## config.mk

```make
export PLATFORM = sky130hd
export DESIGN_NAME = pci_wr_segmenter
export DESIGN_NICKNAME = d
export VERILOG_FILES = /design/src/rtl/pws_pkg.sv /design/src/rtl/pws_fifo.sv /design/src/rtl/pws_seg_builder.sv /design/src/rtl/pws_burst_master.sv /design/src/rtl/pci_wr_segmenter.sv
export SDC_FILE = /design/constraint.sdc
export NUM_CORES = 1
export LEC_CHECK = 0
export BUFFER_PORTS_ARGS = -buffer_cell sky130_fd_sc_hd__buf_2
export CAP_MARGIN = 20
export CORE_ASPECT_RATIO = 1.75
export CORE_MARGIN = 2
export CORE_UTILIZATION = 31
export CTS_BUF_LIST = sky130_fd_sc_hd__clkbuf_2 sky130_fd_sc_hd__clkbuf_4 sky130_fd_sc_hd__clkbuf_8
export CTS_CLUSTER_DIAMETER = 150
export DETAILED_ROUTE_END_ITERATION = 10
export RECOVER_POWER = 100
export SYNTH_ARGS = -nofsm -noshare
export SYNTH_HDL_FRONTEND = slang
export SYNTH_SLANG_ARGS = --single-unit
```

## constraint.sdc

```tcl
create_clock -name clk -period 6.91 [get_ports clk]
set_input_delay 1.382 -clock clk [delete_from_list [all_inputs] [get_ports clk]]
set_output_delay 1.382 -clock clk [all_outputs]
set_load 0.01 [all_outputs]
```

## src/rtl/pws_pkg.sv

```systemverilog
// Package: shared widths, command codes and record types for the write
// burst segmenter. Assumes a 32-bit data path and 32-byte pieces.
package pws_pkg;
    localparam int unsigned ADDR_W    = 32;
    localparam int unsigned DATA_W    = 32;
    localparam int unsigned BE_W      = DATA_W / 8;
    localparam int unsigned BAR_W     = 3;
    localparam int unsigned PIECE_B   = 32;
    localparam int unsigned PIECE_W   = PIECE_B / BE_W;
    localparam int unsigned CNT_W     = $clog2(PIECE_W + 1);
    localparam int unsigned OFS_W     = $clog2(PIECE_W);
    localparam int unsigned LSB_W     = $clog2(BE_W);
    localparam int unsigned WA_W      = ADDR_W - LSB_W;

    localparam logic [3:0] CMD_MEMWR  = 4'b0111;
    localparam logic [3:0] CMD_MEMWRI = 4'b1111;
    localparam logic [1:0] ORDER_WRAP = 2'b10;

    // one staged data word with its lane enables
    typedef struct packed {
        logic [BE_W-1:0]   be;
        logic [DATA_W-1:0] data;
    } word_t;

    // one committed piece: window, first word address, word count
    typedef struct packed {
        logic [BAR_W-1:0] bar;
        logic [WA_W-1:0]  waddr;
        logic [CNT_W-1:0] cnt;
    } desc_t;
endpackage

```

## src/rtl/pws_fifo.sv

```systemverilog
// Module: synchronous first-word-fall-through queue.
// Assumes DEPTH is a power of two and that the owner never pushes when
// full or pops when empty; both are guarded below.
module pws_fifo #(
    parameter int unsigned WIDTH = 36,
    parameter int unsigned DEPTH = 16,
    localparam int unsigned AW   = $clog2(DEPTH),
    localparam int unsigned CW   = AW + 1
) (
    input  logic             clk,
    input  logic             rst_n,
    input  logic             push,
    input  logic [WIDTH-1:0] wdata,
    input  logic             pop,
    output logic [WIDTH-1:0] rdata,
    output logic [CW-1:0]    count
);
    logic [WIDTH-1:0] mem [DEPTH];
    logic [AW-1:0]    wptr;
    logic [AW-1:0]    rptr;

    // storage write
    always_ff @(posedge clk) begin
        if (push) mem[wptr] <= wdata;
    end

    // pointer and occupancy update
    always_ff @(posedge clk) begin
        if (!rst_n) begin
            wptr  <= '0;
            rptr  <= '0;
            count <= '0;
        end else begin
            if (push) wptr <= wptr + 1'b1;
            if (pop)  rptr <= rptr + 1'b1;
            count <= count + CW'(push) - CW'(pop);
        end
    end

    // head of queue is visible without a read cycle
    assign rdata = mem[rptr];

    p_no_overflow_r9: assert property (@(posedge clk) disable iff (!rst_n)
        push |-> (count != CW'(DEPTH)));
    p_no_underflow_r5: assert property (@(posedge clk) disable iff (!rst_n)
        pop |-> (count != '0));
endmodule

```

## src/rtl/pws_seg_builder.sv

```systemverilog
// Module: ingress side. Accepts memory-write beats, tracks the open piece,
// closes it at a 32-byte boundary, on the front end's last beat or on a
// disconnect, and produces the disconnect request. Assumes the front end
// obeys the disconnect and never starts a transaction while one is open.
module pws_seg_builder
    import pws_pkg::*;
#(
    parameter int unsigned CW = 5
) (
    input  logic              clk,
    input  logic              rst_n,
    input  logic              in_valid,
    input  logic              in_start,
    input  logic [BAR_W-1:0]  in_bar,
    input  logic [ADDR_W-1:0] in_addr,
    input  logic [3:0]        in_cmd,
    input  logic [DATA_W-1:0] in_data,
    input  logic [BE_W-1:0]   in_be,
    input  logic              in_last,
    input  logic [CW-1:0]     free_words,
    output logic              disc_req,
    output logic              word_push,
    output word_t             word,
    output logic              desc_push,
    output desc_t             desc
);
    logic             xfer_act;
    logic             seg_open;
    logic [BAR_W-1:0] xfer_bar;
    logic [WA_W-1:0]  nxt_waddr;
    logic [WA_W-1:0]  seg_waddr;
    logic [CNT_W-1:0] seg_cnt;

    logic             cmd_ok;
    logic             takes;
    logic             wrap_start;
    logic             seg_first;
    logic             boundary;
    logic             final_beat;
    logic [WA_W-1:0]  beat_waddr;

    // classify the presented beat
    always_comb begin
        cmd_ok     = (in_cmd == CMD_MEMWR) || (in_cmd == CMD_MEMWRI);
        takes      = in_valid && cmd_ok && (in_start || xfer_act);
        wrap_start = in_start && (in_addr[LSB_W-1:0] == ORDER_WRAP);
        disc_req   = takes && ((free_words <= CW'(1)) || wrap_start);
        word_push  = takes && (free_words != '0);
        beat_waddr = in_start ? in_addr[ADDR_W-1:LSB_W] : nxt_waddr;
        seg_first  = in_start || !seg_open;
        boundary   = &beat_waddr[OFS_W-1:0];
        final_beat = in_last || disc_req;
        desc_push  = word_push && (boundary || final_beat);
    end

    // descriptor and staged word for the beat being accepted
    always_comb begin
        word.data  = in_data;
        word.be    = in_be;
        desc.bar   = in_start ? in_bar : xfer_bar;
        desc.waddr = seg_first ? beat_waddr : seg_waddr;
        desc.cnt   = seg_first ? CNT_W'(1) : seg_cnt + 1'b1;
    end

    // transaction and open-piece state
    always_ff @(posedge clk) begin
        if (!rst_n) begin
            xfer_act  <= 1'b0;
            seg_open  <= 1'b0;
            xfer_bar  <= '0;
            nxt_waddr <= '0;
            seg_waddr <= '0;
            seg_cnt   <= '0;
        end else if (word_push) begin
            xfer_act  <= !final_beat;
            seg_open  <= !desc_push;
            nxt_waddr <= beat_waddr + 1'b1;
            seg_cnt   <= desc.cnt;
            if (in_start)  xfer_bar  <= in_bar;
            if (seg_first) seg_waddr <= beat_waddr;
        end
    end

    p_seg_in_block_r3: assert property (@(posedge clk) disable iff (!rst_n)
        desc_push |-> ((CNT_W'(desc.waddr[OFS_W-1:0]) + desc.cnt) <= CNT_W'(PIECE_W)));
    p_wrap_single_r6: assert property (@(posedge clk) disable iff (!rst_n)
        (word_push && wrap_start) |-> (desc_push && desc.cnt == CNT_W'(1) && disc_req));
    p_term_commits_r8: assert property (@(posedge clk) disable iff (!rst_n)
        (word_push && in_last) |-> desc_push);
    p_no_resume_r6: assert property (@(posedge clk) disable iff (!rst_n)
        (word_push && disc_req) |=> !(in_valid && !in_start && word_push));
endmodule

```

## src/rtl/pws_burst_master.sv

```systemverilog
// Module: egress side. Takes one committed descriptor at a time and streams
// its words to the memory-mapped slave, stalling on waitrequest. Assumes
// every committed descriptor's words are already in the word queue.
module pws_burst_master
    import pws_pkg::*;
(
    input  logic              clk,
    input  logic              rst_n,
    input  logic              cq_valid,
    input  desc_t             cq_desc,
    output logic              cq_pop,
    input  logic              dq_valid,
    input  word_t             dq_word,
    output logic              dq_pop,
    output logic              m_write,
    output logic [ADDR_W-1:0] m_address,
    output logic [BAR_W-1:0]  m_bar,
    output logic [CNT_W-1:0]  m_burstcount,
    output logic [DATA_W-1:0] m_writedata,
    output logic [BE_W-1:0]   m_byteenable,
    input  logic              m_waitrequest
);
    logic             busy;
    logic [CNT_W-1:0] rem;
    desc_t            cur;

    // load a descriptor when idle, retire a word per accepted beat
    always_comb begin
        cq_pop = !busy && cq_valid;
        dq_pop = busy && !m_waitrequest;
    end

    // burst state
    always_ff @(posedge clk) begin
        if (!rst_n) begin
            busy <= 1'b0;
            rem  <= '0;
            cur  <= '0;
        end else if (cq_pop) begin
            busy <= 1'b1;
            rem  <= cq_desc.cnt;
            cur  <= cq_desc;
        end else if (dq_pop) begin
            rem <= rem - 1'b1;
            if (rem == CNT_W'(1)) busy <= 1'b0;
        end
    end

    // port view of the burst
    always_comb begin
        m_write      = busy;
        m_address    = {cur.waddr, {LSB_W{1'b0}}};
        m_bar        = cur.bar;
        m_burstcount = cur.cnt;
        m_writedata  = dq_word.data;
        m_byteenable = dq_word.be;
    end

    p_hold_on_wait_r10: assert property (@(posedge clk) disable iff (!rst_n)
        (m_write && m_waitrequest) |=> (m_write && $stable(m_address) &&
            $stable(m_burstcount) && $stable(m_writedata) && $stable(m_byteenable)));
    p_issue_after_commit_r5: assert property (@(posedge clk) disable iff (!rst_n)
        $rose(m_write) |-> $past(cq_valid));
    p_beat_has_word_r5: assert property (@(posedge clk) disable iff (!rst_n)
        m_write |-> dq_valid);
endmodule

```

## src/rtl/pci_wr_segmenter.sv

```systemverilog
// Module: top of the write burst segmenter. Joins the ingress builder, a
// shared word queue, a descriptor queue that forms the commit point, and the
// burst master. Assumes BUF_WORDS is a power of two, at least 2.
module pci_wr_segmenter
    import pws_pkg::*;
#(
    parameter int unsigned BUF_WORDS = 16
) (
    input  logic              clk,
    input  logic              rst_n,
    input  logic              t_valid,
    input  logic              t_start,
    input  logic [BAR_W-1:0]  t_bar,
    input  logic [ADDR_W-1:0] t_addr,
    input  logic [3:0]        t_cmd,
    input  logic [DATA_W-1:0] t_data,
    input  logic [BE_W-1:0]   t_be,
    input  logic              t_last,
    output logic              t_disc,
    output logic              m_write,
    output logic [ADDR_W-1:0] m_address,
    output logic [BAR_W-1:0]  m_bar,
    output logic [CNT_W-1:0]  m_burstcount,
    output logic [DATA_W-1:0] m_writedata,
    output logic [BE_W-1:0]   m_byteenable,
    input  logic              m_waitrequest
);
    localparam int unsigned CW = $clog2(BUF_WORDS) + 1;

    logic          w_push, w_pop, d_push, d_pop;
    word_t         w_in, w_out;
    desc_t         d_in, d_out;
    logic [CW-1:0] w_count, d_count, w_free;

    // free words seen by the ingress side
    assign w_free = CW'(BUF_WORDS) - w_count;

    pws_seg_builder #(.CW(CW)) u_build (
        .clk(clk), .rst_n(rst_n),
        .in_valid(t_valid), .in_start(t_start), .in_bar(t_bar),
        .in_addr(t_addr), .in_cmd(t_cmd), .in_data(t_data), .in_be(t_be),
        .in_last(t_last), .free_words(w_free), .disc_req(t_disc),
        .word_push(w_push), .word(w_in), .desc_push(d_push), .desc(d_in)
    );

    pws_fifo #(.WIDTH($bits(word_t)), .DEPTH(BUF_WORDS)) u_words (
        .clk(clk), .rst_n(rst_n), .push(w_push), .wdata(w_in),
        .pop(w_pop), .rdata(w_out), .count(w_count)
    );

    pws_fifo #(.WIDTH($bits(desc_t)), .DEPTH(BUF_WORDS)) u_descs (
        .clk(clk), .rst_n(rst_n), .push(d_push), .wdata(d_in),
        .pop(d_pop), .rdata(d_out), .count(d_count)
    );

    pws_burst_master u_mst (
        .clk(clk), .rst_n(rst_n),
        .cq_valid(d_count != '0), .cq_desc(d_out), .cq_pop(d_pop),
        .dq_valid(w_count != '0), .dq_word(w_out), .dq_pop(w_pop),
        .m_write(m_write), .m_address(m_address), .m_bar(m_bar),
        .m_burstcount(m_burstcount), .m_writedata(m_writedata),
        .m_byteenable(m_byteenable), .m_waitrequest(m_waitrequest)
    );

    p_disc_needs_beat_r11: assert property (@(posedge clk) disable iff (!rst_n)
        t_disc |-> t_valid);
endmodule

```

==> impl_metrics.tcl <==
set metrics [dict create \
    fp-row-count 197 \
    yosysUniqueCellTypes 68 \
    drt_iter0_markers 2201 \
    drt-total-wl_um 120900 \
    synth_area_per_cell_sq_um 19.66 \
    antenna_found_initial 7 \
    drive_gt1_frac 0.2641 \
    wire_per_inst_um 23.11 \
    final_antenna_net_count 0 \
    fp.dieW_um 311.7 \
    period_share 0.8278 \
    final_cell_mix "edfxtp_1 (1168), mux4_2 (364), nand2_1 (201)" \
    die_area_sq_um 169100 \
    pwr_density_cell_nw_per_um2 305.7 \
    nets 3008 \
    cts_tree "built" \
    synth_area_sq_um 51360 \
    die_h_um 542.5 \
    grt_first_pass_wirelength_um 176900 \
    synthAdderAreaFrac 0.008088 \
    worst_setup_path_start_kind "input pin" \
    synth.area.mux_share 0.1671 \
    period_minus_slack_ns 5.720 \
    cts-root-buf "clkbuf_8" \
    synth_seq_cells 1313 \
    total_power_mw 17.84 \
    vias 25809 \
    hold_ws_ns 0.4556 \
    yosys_warnings 0 \
    yosys_most_used_dff "edfxtp_1" \
    numCtsBuffers 191 \
    drv_cap 20 \
    start_util 0.3119 \
    gr-total-overflow 0 \
    final_common_cell "edfxtp_1" \
    skew_ns 0.07242 \
    min_path_type "flip-flop to flip-flop" \
    relSlewSlack -0.9497 \
    required_ns 7.33 \
    place.gp.congestion 0.7533 \
    tns_ns 0 \
    slew_violations 588 \
    synth_edf_count 1168 \
    violations "capacitance limit, slew limit" \
    ios 158 \
    crit_fanout 23 \
    dp_hpwl_um 68290 \
    via_per_inst 4.936 \
    async_reset_ff_frac 0 \
    grt_max_degree 111 \
    io_buffers 154 \
    clk_latency_ns 0.88 \
    dr.pass1.iters 5 \
    clock_sinks 1313 \
    clock.fmax_mhz 174.8 \
    clk_pin_slew_ns 0.06 \
    clk_path_buf_depth 4 \
    finalHoldViolations 0 \
    status "finished with violations" \
    cts_resized 0 \
    drc_errors 0 \
    postCtsHoldBufs 0 \
    critPathCaptureType "flip-flop" \
    track_usage 0.1410 \
    p_leak_nw 17.79 \
    post_cts_buffers 0 \
    setup_ws_ns 1.190 \
    worst-setup-path-type "input pin to flip-flop" \
    netlist_instances 2612 \
    cp.arrival_ns 6.14 \
    synth_compound_area_frac 0.02716 \
    setup_viol 0 \
    final_util 0.3544 \
    synth_top_family_by_area "multiplexers" \
    synth-xor-area-share 0.004945 \
    rsz0062_at_grt "no" \
    dpl_worst_slack_ns 1.636 \
    tightest_slew_ns 2.914 \
    peakVddDrop_mv 0.3914 \
    grt_pass1_vias 27171 \
    core-area_sq_um 164700 \
    ys_seq_area_frac 0.7394 \
    synth-simple-area-share 0.03842 \
    h-tree-depth 4 \
    area_growth_pct 13.62 \
]
[report_power, final]
| part | internal, mW | switching [mW] |
|---|---|---|
| clock | 3.15 | 2.89 |
| combinational | 1.32 | 1.45 |
| sequential | 8.80 | 0.221 |
| total | 13.3 | 4.56 |
[registers in the layout, summed over array words and instances (netlist names), 5 cells and up, named ones only]
signal and cells:
u_build.seg_waddr 30, u_mst.m_address 30, u_words.count 5, u_words.mem 576
u_descs.mem 592, u_descs.count 5, u_build.nxt_waddr 30
[final timing paths]
kind / start / endpoint / slack [ns] / cells after the start
worst max-delay path: t_valid / u_words.mem[13][10] / 1.19 / 9
worst max register to register: u_words.count[1] / u_words.mem[13][10] / 1.32 / 10
worst min register to register: u_build.xfer_bar[2] / u_build.xfer_bar[2] / 0.46 / 2
worst min-delay path: u_build.xfer_bar[2] / u_build.xfer_bar[2] / 0.46 / 2
[layer usage]
layer  up-vias  global-route usage  part of all wire
li1      11177                   -                 -
met3       223             0.02439             0.056
met1     13572              0.1604              0.37
met4         6             0.04826             0.028
met2       831              0.2644              0.55
met5         -                   0           0.00030
[worst max-delay path, cell delays in order]
cell	delay [ns]
buf_2	0.08
nand4_1	0.37
nor2_1	0.26
o31ai_1	0.54
clkinv_2	0.16
buf_4	0.36
nand2_1	0.21
nor2_1	1.90
clkbuf_2	0.86
[Yosys cell counts, drive strengths merged, types with 3 or more instances]
master | count | area (sq um)
a211oi | 5 | 37.54
a21o | 3 | 22.52
a21oi | 119 | 599.3
a22oi | 5 | 56.30
a2bb2oi | 3 | 26.28
a31oi | 12 | 75.07
and2 | 6 | 37.54
and3 | 14 | 87.58
buf | 63 | 327.8
clkbuf | 86 | 322.8
dfxtp | 145 | 2903
edfxtp | 1168 | 35070
ha | 30 | 375.4
inv | 27 | 101.4
mux2 | 5 | 56.30
mux2i | 33 | 330.3
mux4 | 364 | 8198
nand2 | 202 | 760.7
nand2b | 15 | 93.84
nand3 | 32 | 172.7
nand3b | 7 | 52.55
nand4 | 12 | 96.34
nand4b | 6 | 52.55
nor2 | 91 | 341.6
nor2b | 14 | 87.58
nor3 | 11 | 60.06
o2111ai | 9 | 78.83
o211ai | 7 | 52.55
o21ai | 42 | 210.2
o41ai | 3 | 26.28
or2 | 3 | 18.77
or3 | 9 | 56.30
or4b | 3 | 30.03
xnor2 | 13 | 113.9
xor2 | 16 | 140.1
[stage by stage]
| stage | area, sq um | cells |
|---|---|---|
| floorplan | 51370 | 2613 |
| global placement | 55030 | 4878 |
| detailed placement | 55040 | 4879 |
| CTS | 58690 | 5214 |
| global route | 58350 | 5227 |
| finish | 58360 | 5229 |
[logic make-up after synthesis]
group           count (synthesis)
simple gates                  428
buf+inv                       178
other cells                     1
fa+ha+maj                      32
compound gates                229
xor+xnor                       29
flops                        1313
mux                           402
[area by class of cell]
class | instances | area, sq um
clock buffer | 262 | 3212
sequential | 1313 | 37990
fill | 15621 | 106300
inverter | 29 | 111.4
tap | 2189 | 2739
antenna | 3 | 7.507
multi-input combinational | 1122 | 12660
clock inverter | 73 | 436.7
timing repair buffer | 238 | 1194
(Power assumes the default switching activity.)
